`config.mk`:
```
export PLATFORM = sky130hd
export DESIGN_NAME = lbus_strobe_gen
export DESIGN_NICKNAME = d
export VERILOG_FILES = /design/src/rtl/lbus_pkg.sv /design/src/rtl/lbus_seq.sv /design/src/rtl/lbus_decode.sv /design/src/rtl/lbus_lane.sv /design/src/rtl/lbus_strobe_gen.sv
export SDC_FILE = /design/constraint.sdc
export NUM_CORES = 1
export LEC_CHECK = 0
export BUFFER_PORTS_ARGS = -buffer_cell sky130_fd_sc_hd__buf_4
export CELL_PAD_IN_SITES_DETAIL_PLACEMENT = 0
export CELL_PAD_IN_SITES_GLOBAL_PLACEMENT = 1
export CORE_MARGIN = 2
export CORE_UTILIZATION = 36
export DETAILED_ROUTE_END_ITERATION = 12
export PLACE_DENSITY = 0.92
export SETUP_SLACK_MARGIN = 0.4
export SLEW_MARGIN = 20
export SYNTH_ARGS = -nofsm -noshare
export SYNTH_HDL_FRONTEND = slang
export SYNTH_SLANG_ARGS = --single-unit
```
`constraint.sdc`:
```
create_clock -name clk -period 2.1 [get_ports clk]
set_input_delay 0.21 -clock clk [delete_from_list [all_inputs] [get_ports clk]]
set_output_delay 0.21 -clock clk [all_outputs]
set_load 0.01 [all_outputs]
```
`src/rtl/lbus_pkg.sv`:
```
package lbus_pkg;
  localparam int ADDR_W = 24;
  localparam int DATA_W = 16;
  localparam int LANES  = DATA_W / 8;

  typedef enum logic [1:0] {
    TGT_ROM  = 2'd0,
    TGT_NAND = 2'd1,
    TGT_IO0  = 2'd2,
    TGT_IO1  = 2'd3
  } tgt_e;

  typedef enum logic [1:0] {
    PH_IDLE  = 2'd0,
    PH_SETUP = 2'd1,
    PH_CMD   = 2'd2,
    PH_HOLD  = 2'd3
  } phase_e;

  typedef struct packed {
    logic [ADDR_W-1:0] addr;
    logic              wr;
    logic              io;
    logic              wide;
    tgt_e              tgt;
    logic [DATA_W-1:0] wdata;
  } req_t;
endpackage

```
`src/rtl/lbus_seq.sv`:
```
module lbus_seq
  import lbus_pkg::*;
#(
  parameter int CNT_W = 4
) (
  input  logic             clk,
  input  logic             rst_n,
  input  logic             req_valid,
  input  logic [CNT_W-1:0] cfg_cmd_clks,
  output logic             ready,
  output logic             accept,
  output logic             last_cmd,
  output phase_e           phase
);
  localparam logic [CNT_W-1:0] ONE = CNT_W'(1);

  logic [CNT_W-1:0] cnt;

  assign ready    = (phase == PH_IDLE);
  assign accept   = ready && req_valid;
  assign last_cmd = (phase == PH_CMD) && (cnt <= ONE);

  always_ff @(posedge clk or negedge rst_n) begin
    if (!rst_n) begin
      phase <= PH_IDLE;
      cnt   <= '0;
    end else begin
      case (phase)
        PH_IDLE: if (req_valid) begin
          phase <= PH_SETUP;
          cnt   <= (cfg_cmd_clks == '0) ? ONE : cfg_cmd_clks;
        end
        PH_SETUP: phase <= PH_CMD;
        PH_CMD: begin
          if (cnt <= ONE) phase <= PH_HOLD;
          else            cnt   <= cnt - ONE;
        end
        default: phase <= PH_IDLE;
      endcase
    end
  end

  p_setup_then_cmd_r2: assert property (@(posedge clk) disable iff (!rst_n)
    phase == PH_SETUP |=> phase == PH_CMD);
  p_hold_single_r2: assert property (@(posedge clk) disable iff (!rst_n)
    phase == PH_HOLD |=> ready);
  p_busy_after_accept_r9: assert property (@(posedge clk) disable iff (!rst_n)
    accept |=> !ready);
endmodule

```
`src/rtl/lbus_decode.sv`:
```
module lbus_decode
  import lbus_pkg::*;
(
  input  logic   clk,
  input  logic   rst_n,
  input  phase_e phase,
  input  logic   wr,
  input  logic   io,
  input  tgt_e   tgt,
  output logic   rd_n,
  output logic   wr_n,
  output logic   ior_n,
  output logic   iow_n,
  output logic   frd_n,
  output logic   fwr_n,
  output logic   rom_cs_n,
  output logic   nand_cs_n,
  output logic   io0_cs_n,
  output logic   io1_cs_n,
  output logic   trde_n
);
  logic in_cycle, in_cmd, in_hold, to_nand;
  logic [3:0] sel;

  assign in_cycle = (phase != PH_IDLE);
  assign in_cmd   = (phase == PH_CMD);
  assign in_hold  = (phase == PH_HOLD);
  assign to_nand  = !io && (tgt == TGT_NAND);

  assign rd_n  = !(in_cmd && !wr);
  assign wr_n  = !(in_cmd &&  wr);
  assign ior_n = !(in_cmd && !wr && io);
  assign iow_n = !(in_cmd &&  wr && io);
  assign frd_n = !(in_cmd && !wr && to_nand);
  assign fwr_n = !(in_cmd &&  wr && to_nand);

  genvar g;
  generate
    for (g = 0; g < 4; g++) begin : g_cs
      assign sel[g] = in_cycle && (tgt == tgt_e'(g));
    end
  endgenerate

  assign rom_cs_n  = !sel[0];
  assign nand_cs_n = !sel[1];
  assign io0_cs_n  = !sel[2];
  assign io1_cs_n  = !sel[3];

  assign trde_n = !(in_cmd || (in_hold && wr));

  p_cs_onehot_r6: assert property (@(posedge clk) disable iff (!rst_n)
    $onehot0({~rom_cs_n, ~nand_cs_n, ~io0_cs_n, ~io1_cs_n}));
  p_trde_read_r7: assert property (@(posedge clk) disable iff (!rst_n)
    (in_cycle && !wr) |-> (trde_n == rd_n));
  p_trde_tail_r7: assert property (@(posedge clk) disable iff (!rst_n)
    ($rose(wr_n) && wr) |-> !trde_n);
  p_io_implies_rd_r4: assert property (@(posedge clk) disable iff (!rst_n)
    !ior_n |-> !rd_n);
  p_flash_implies_wr_r5: assert property (@(posedge clk) disable iff (!rst_n)
    !fwr_n |-> (!wr_n && ior_n && iow_n));
endmodule

```
`src/rtl/lbus_lane.sv`:
```
module lbus_lane
  import lbus_pkg::*;
(
  input  logic              clk,
  input  logic              rst_n,
  input  phase_e            phase,
  input  logic              last_cmd,
  input  logic              a0,
  input  logic              wide,
  input  logic              wr,
  input  logic [DATA_W-1:0] wdata,
  input  logic [DATA_W-1:0] din,
  output logic              bhe_n,
  output logic [DATA_W-1:0] dout,
  output logic [LANES-1:0]  doe,
  output logic [DATA_W-1:0] rd_data
);
  logic             active;
  logic [LANES-1:0] lane_en;

  assign active = (phase != PH_IDLE);
  assign bhe_n  = !(active && wide);

  // lane 0 unless a 16-bit cycle starts at an odd byte; upper lanes only when wide
  assign lane_en[0] = !wide || !a0;

  genvar i;
  generate
    for (i = 1; i < LANES; i++) begin : g_en
      assign lane_en[i] = wide;
    end
    for (i = 0; i < LANES; i++) begin : g_lane
      assign dout[8*i +: 8] = lane_en[i] ? wdata[8*i +: 8] : 8'h00;
      assign doe[i]         = active && wr && lane_en[i];
      always_ff @(posedge clk or negedge rst_n) begin
        if (!rst_n)                rd_data[8*i +: 8] <= 8'h00;
        else if (last_cmd && !wr)  rd_data[8*i +: 8] <= lane_en[i] ? din[8*i +: 8] : 8'h00;
      end
    end
  endgenerate

  p_bhe_narrow_r8: assert property (@(posedge clk) disable iff (!rst_n)
    !wide |-> (bhe_n && !doe[1]));
  p_no_drive_on_read_r8: assert property (@(posedge clk) disable iff (!rst_n)
    !wr |-> (doe == '0));
endmodule

```
`src/rtl/lbus_strobe_gen.sv`:
```
module lbus_strobe_gen
  import lbus_pkg::*;
#(
  parameter int CNT_W = 4
) (
  input  logic              clk,
  input  logic              rst_n,
  input  logic [CNT_W-1:0]  cfg_cmd_clks,
  input  logic              req_valid,
  output logic              req_ready,
  input  logic [23:0]       req_addr,
  input  logic              req_write,
  input  logic              req_io,
  input  logic              req_wide,
  input  logic [1:0]        req_target,
  input  logic [15:0]       req_wdata,
  output logic              done,
  output logic [15:0]       rd_data,
  output logic [23:0]       bus_addr,
  output logic              bus_bhe_n,
  output logic [15:0]       bus_dout,
  output logic [1:0]        bus_doe,
  input  logic [15:0]       bus_din,
  output logic              bus_rd_n,
  output logic              bus_wr_n,
  output logic              bus_ior_n,
  output logic              bus_iow_n,
  output logic              bus_frd_n,
  output logic              bus_fwr_n,
  output logic              rom_cs_n,
  output logic              nand_cs_n,
  output logic              io0_cs_n,
  output logic              io1_cs_n,
  output logic              bus_trde_n
);
  phase_e phase;
  logic   accept, last_cmd;
  req_t   req_q;

  lbus_seq #(.CNT_W(CNT_W)) u_seq (
    .clk(clk), .rst_n(rst_n), .req_valid(req_valid), .cfg_cmd_clks(cfg_cmd_clks),
    .ready(req_ready), .accept(accept), .last_cmd(last_cmd), .phase(phase)
  );

  always_ff @(posedge clk or negedge rst_n) begin
    if (!rst_n) begin
      req_q <= '0;
    end else if (accept) begin
      req_q.addr  <= req_addr;
      req_q.wr    <= req_write;
      req_q.io    <= req_io;
      req_q.wide  <= req_wide;
      req_q.tgt   <= tgt_e'(req_target);
      req_q.wdata <= req_wdata;
    end
  end

  assign bus_addr = req_q.addr;
  assign done     = (phase == PH_HOLD);

  lbus_decode u_dec (
    .clk(clk), .rst_n(rst_n), .phase(phase), .wr(req_q.wr), .io(req_q.io), .tgt(req_q.tgt),
    .rd_n(bus_rd_n), .wr_n(bus_wr_n), .ior_n(bus_ior_n), .iow_n(bus_iow_n),
    .frd_n(bus_frd_n), .fwr_n(bus_fwr_n), .rom_cs_n(rom_cs_n), .nand_cs_n(nand_cs_n),
    .io0_cs_n(io0_cs_n), .io1_cs_n(io1_cs_n), .trde_n(bus_trde_n)
  );

  lbus_lane u_lane (
    .clk(clk), .rst_n(rst_n), .phase(phase), .last_cmd(last_cmd), .a0(req_q.addr[0]),
    .wide(req_q.wide), .wr(req_q.wr), .wdata(req_q.wdata), .din(bus_din),
    .bhe_n(bus_bhe_n), .dout(bus_dout), .doe(bus_doe), .rd_data(rd_data)
  );

  p_addr_stable_r9: assert property (@(posedge clk) disable iff (!rst_n)
    (!req_ready && !$past(accept)) |-> $stable(bus_addr));
  p_done_pulse_r2: assert property (@(posedge clk) disable iff (!rst_n)
    done |=> !done);
endmodule

```
# == Yosys cells after proc, flatten, opt, wreduce, memory -nomap -nowiden ==
# Index checks and enable logic that the tools add are counted.
# totals
register_bits,67
output_inout_bits,72
wordCells,76
# op_classes
addsub,1
order_cmp,1
n_eq_ne,9
mux,11
n_reduce_logical,44
# ops
operator,count
$mux 8,4
$logic_and 1x1->1,19
$logic_not 1->1,16
$mux 4,3
$eq 2x2->1 const B,4
$pmux 4 s2,1
$ne 2x2->1 const B,3
$pmux 2 s3,1
$eq 2x1->1 const B,2
$le 4x1->1 const B,1
$logic_not 2->1,2
$logic_not 4->1,1
$mux 2,2
$reduce_bool 2->1,2
$sub 4x1->4 const B,1
$reduce_and 3->1,1
$logic_or 1x1->1,2
$reduce_and 2->1,1

# == Longest topological paths before layout ==
# depth
ltp_word,4
mapped_depth,9
depth_no_buf,6

# == Modules after synthesis ==
# From an unflattened synthesis, not the netlist that was laid out.
# hier_totals
hier_cells,272
area_unflattened_um2,3503.4
# by_module_without_submodules
module,instances,cells_each,area_per_inst_um2
lbus_strobe_gen,1,120,2060.7
lbus_lane,1,83,869.6
lbus_seq,1,53,481.7
lbus_decode,1,16,91.3

# == Worst setup path before layout ==
# No wires, ideal clock.
# synth_timing
path_type,register -> register
from,reg u_seq.phase[0]
to,reg u_lane.rd_data[2]
arrival_time_ns,1.596
required_time_ns,1.981
setup_slack_ns,0.384
path_stages_with_launch,10
n_path_buf,3
path_cell_list,dfrtp_1 > inv_1 > ha_1 > buf_4 > nand2b_1 > or4_1 > buf_2 > buf_6 > nand2_1 > o21ai_2
# synth_via
elab_chain_len,3
# synth_rtl
item,line_no,source
"start, declared",lbus_seq.sv:13,output phase_e phase
"start signal, assigned",lbus_seq.sv:25,phase <= PH_IDLE;
"start signal, assigned",lbus_seq.sv:30,phase <= PH_SETUP;
"start signal, assigned",lbus_seq.sv:33,PH_SETUP: phase <= PH_CMD;
$eq 2x2->1,lbus_seq.sv:21,assign last_cmd = (phase == PH_CMD) && (cnt <= ONE);
$logic_and 1x1->1,lbus_seq.sv:21,
$logic_and 1x1->1,lbus_lane.sv:37,else if (last_cmd && !wr) rd_data[8*i +: 8] <= lane_en[i] ? din[8*i +: 8] : 8'h00;
"end signal, assigned by index",lbus_lane.sv:37,
"end, declared",lbus_lane.sv:16,output logic [DATA_W-1:0] rd_data
# No other way between the ends.
# A chain may end at the register's enable or synchronous reset.

# == Worst setup path after layout ==
# layout_timing
from,reg u_seq.phase[1]
to,out io0_cs_n
# layout_via
elab_chain_len,3
# layout_rtl
item,line_no,source
$reduce_bool 2->1,lbus_decode.sv:25,assign in_cycle = (phase != PH_IDLE);
$logic_and 1x1->1,lbus_decode.sv:40,assign sel[g] = in_cycle && (tgt == tgt_e'(g));
$logic_not 1->1,lbus_decode.sv:46,assign io0_cs_n = !sel[2];
"end, declared",lbus_strobe_gen.sv:32,"output logic io0_cs_n,"
# No other way between the ends.

==> results_dict.tcl <==
set metrics [dict create \
    start_util_pct 36.9 \
    cap_violations 0 \
    whs_ps -21.6 \
    fmax_mhz 566 \
    period_needed_ps 1770 \
    endpoint_kind "output port" \
    drt_wl_total_um 7830 \
    grt_pass1_wl_um 12500 \
    clock_sinks 67 \
    area_growth_syn_to_layout_pct 40.7 \
    core_area_mm2 0.00868 \
    netlist.area_leader.share_pct 52.4 \
    p_per_area_mw_per_mm2 1570 \
    yosysUniqueCellTypes 34 \
    synth_cells 279 \
    ir_drop_mv 0.615 \
    grt_start_max_net_pins 68 \
    synth_area_per_cell_um2 11.5 \
    place_congestion 0.830 \
    yosysWarnings 0 \
    rr_worst_depth 6 \
    die_y_um 98.3 \
    drive_above_1_share_pct 59.5 \
    num-nets-final 475 \
    required_ps 1890 \
    num_io_pins 140 \
    worstReg2RegStart "u_seq.cnt[0]" \
    first_pass_iters 4 \
    syn_nets 352 \
    worst_pin_slew_ps 845 \
    r2r-end "u_seq.phase[1]" \
    drtIter0Drc 163 \
    slew_violations 0 \
    startpoint_type "flip-flop" \
    insertion_delay_ps 330 \
    numCtsBuffers 9 \
    yosysSeqAreaShare_pct 52.4 \
    cp_top_family "simple AND/OR/NAND/NOR gates" \
    setup_viol 0 \
    criticalPathCategory "reg2out" \
    cts.htree.levels 3 \
    ys_ff_latch 67 \
    antenna_found_initial 0 \
    viasPerCell 4.90 \
    yosysMostFrequentCell "dfrtp_1" \
    syn_area_mm2 0.00320 \
    multi_input_area_mm2 0.00130 \
    route.antenna.remaining_nets 0 \
    drc 0 \
    antenna_cells 0 \
    place_area_mm2 0.00416 \
    crit_fanout 4 \
    grt_overflow_total 0 \
    row_count 34 \
    clockRootBuffer "clkbuf_8" \
    portBuffers 139 \
    cts_tree "done" \
    leakagePower_uw 0.00216 \
    rsz0062_at_grt "true" \
    crit_chain "inv_2 > ha_4 > or3b_2 > buf_6" \
    die_area_mm2 0.00966 \
    cp_num_buf_inv 2 \
    clockBufferDepth 2 \
    ys_async_sr_fraction_pct 100 \
    die_x_um 98.3 \
    hold_viol_final 21 \
    wl_per_cell_um 15.3 \
    critPathArrivalTime_ps 1560 \
    num_vias 2515 \
    regArea_mm2 0.00168 \
    outcome "finished with violations" \
    fin_area_mm2 0.00451 \
    clk_pin_slew_ps 70 \
    synthFlopType "dfrtp_1" \
    min_period_over_period_pct 84.2 \
    hold_class "in2async" \
    place.detailed.hpwl_um 5380 \
    rrSetupSlack_ps 350 \
    relSlewSlack_pct 43.6 \
    skew_ps 6.28 \
    yosys.area.top_type "dfrtp_1" \
    violations "hold timing" \
    fin_setup_tns_ps 0 \
    synthTopCellsByCount "67 x dfrtp_1, 45 x mux2_2, 41 x nand2_1" \
    grtUsageTotal_pct 16.4 \
    cp_slowest_cell "or3b_2" \
    n_fill_cell 804 \
    synth_edf_count 0 \
    first_global_vias 2574 \
    max_stage_delay_ps 470 \
    ys_top_cells_by_area "dfrtp_1 52%, mux2_2 16%, buf_4 5.9%" \
]
sequential cells by signal, indices dropped and copies added, names as in the netlist:
register and flops:
req_q 21, bus_addr 24, u_seq.cnt 4, u_seq.phase 2, u_lane.rd_data 16
stage by stage:
stage	instances	util [%]	power (µW)	worst slack, ps
floorplan	279	-	4500	399
global placement	490	48.0	5590	284
detailed placement	490	48.0	5710	240
CTS	512	51.5	7040	319
global route	513	51.9	7540	256
finish	513	51.9	7070	332
worst max path at each step:
| stage | start | end | slack (ps) | cells past startpoint |
|---|---|---|---|---|
| final | u_seq.phase[1] | io0_cs_n | 330 | 4 |
| after global routing | u_seq.cnt[1] | u_seq.phase[1] | 260 | 6 |
| after CTS | u_seq.phase[1] | io0_cs_n | 320 | 4 |
| after detailed placement | u_seq.cnt[1] | u_lane.rd_data[11] | 240 | 6 |
| after global placement | u_seq.phase[0] | u_seq.cnt[0] | 280 | 7 |
| after floorplan | u_seq.phase[0] | u_lane.rd_data[2] | 400 | 9 |
cells by family after synthesis:
group                      after synthesis  synth area share, %
buffers and inverters                   46                 9.42
adders and majority gates                5                 1.95
muxes                                   46                 16.2
AOI/OAI and AO/OA                       34                 7.82
and+or+nand+nor                         81                 12.3
DFF                                     67                 52.4
layout by cell type, fill, tap and decap left out, drive strengths merged, types with 2 or more instances in the layout:
master  instances
a21oi           3
and2           16
and3b           2
buf           151
clkbuf         12
dfrtp          67
ha              5
inv             5
mux2           46
nand2          41
nand2b          3
nand3           2
nor2            6
nor3            5
nor3b           2
o21ai          20
o22ai           2
o31ai           2
or4             2
repair_timing:
item,CTS,global route
pin swaps,3,1
hold buffers,0,0
cloned,1,0
resized for setup,11,9
setup buffers,7,1
endpoints found under the setup margin,85,59
report_power, final:
| part | switching (µW) | total (µW) | leakage (µW) | internal, µW |
|---|---|---|---|---|
| Clock | 456 | 1090 | 0.000104 | 631 |
| Sequential | 441 | 2380 | 0.000774 | 1940 |
| Combinational | 1620 | 3600 | 0.00129 | 1980 |
| Total | 2520 | 7070 | 0.00216 | 4550 |
layout make-up:
class | instances | area share (%)
Clock buffer | 12 | 3.67
Clock inverter | 2 | 0.778
Inverter | 6 | 0.583
Multi-Input combinational cell | 167 | 28.9
Sequential cell | 67 | 37.2
Tap cell | 108 | 3.00
Timing Repair Buffer | 151 | 25.9
routing by layer:
layer | global-route usage [%] | vias up | wire length [µm]
met4 | 7.06 | 0 | 141
met3 | 4.44 | 19 | 616
met2 | 28.0 | 116 | 4000
li1 | - | 1162 | -
met1 | 19.4 | 1218 | 3080
met5 | 0 | - | 0
Power figures use the tool's default switching activity.
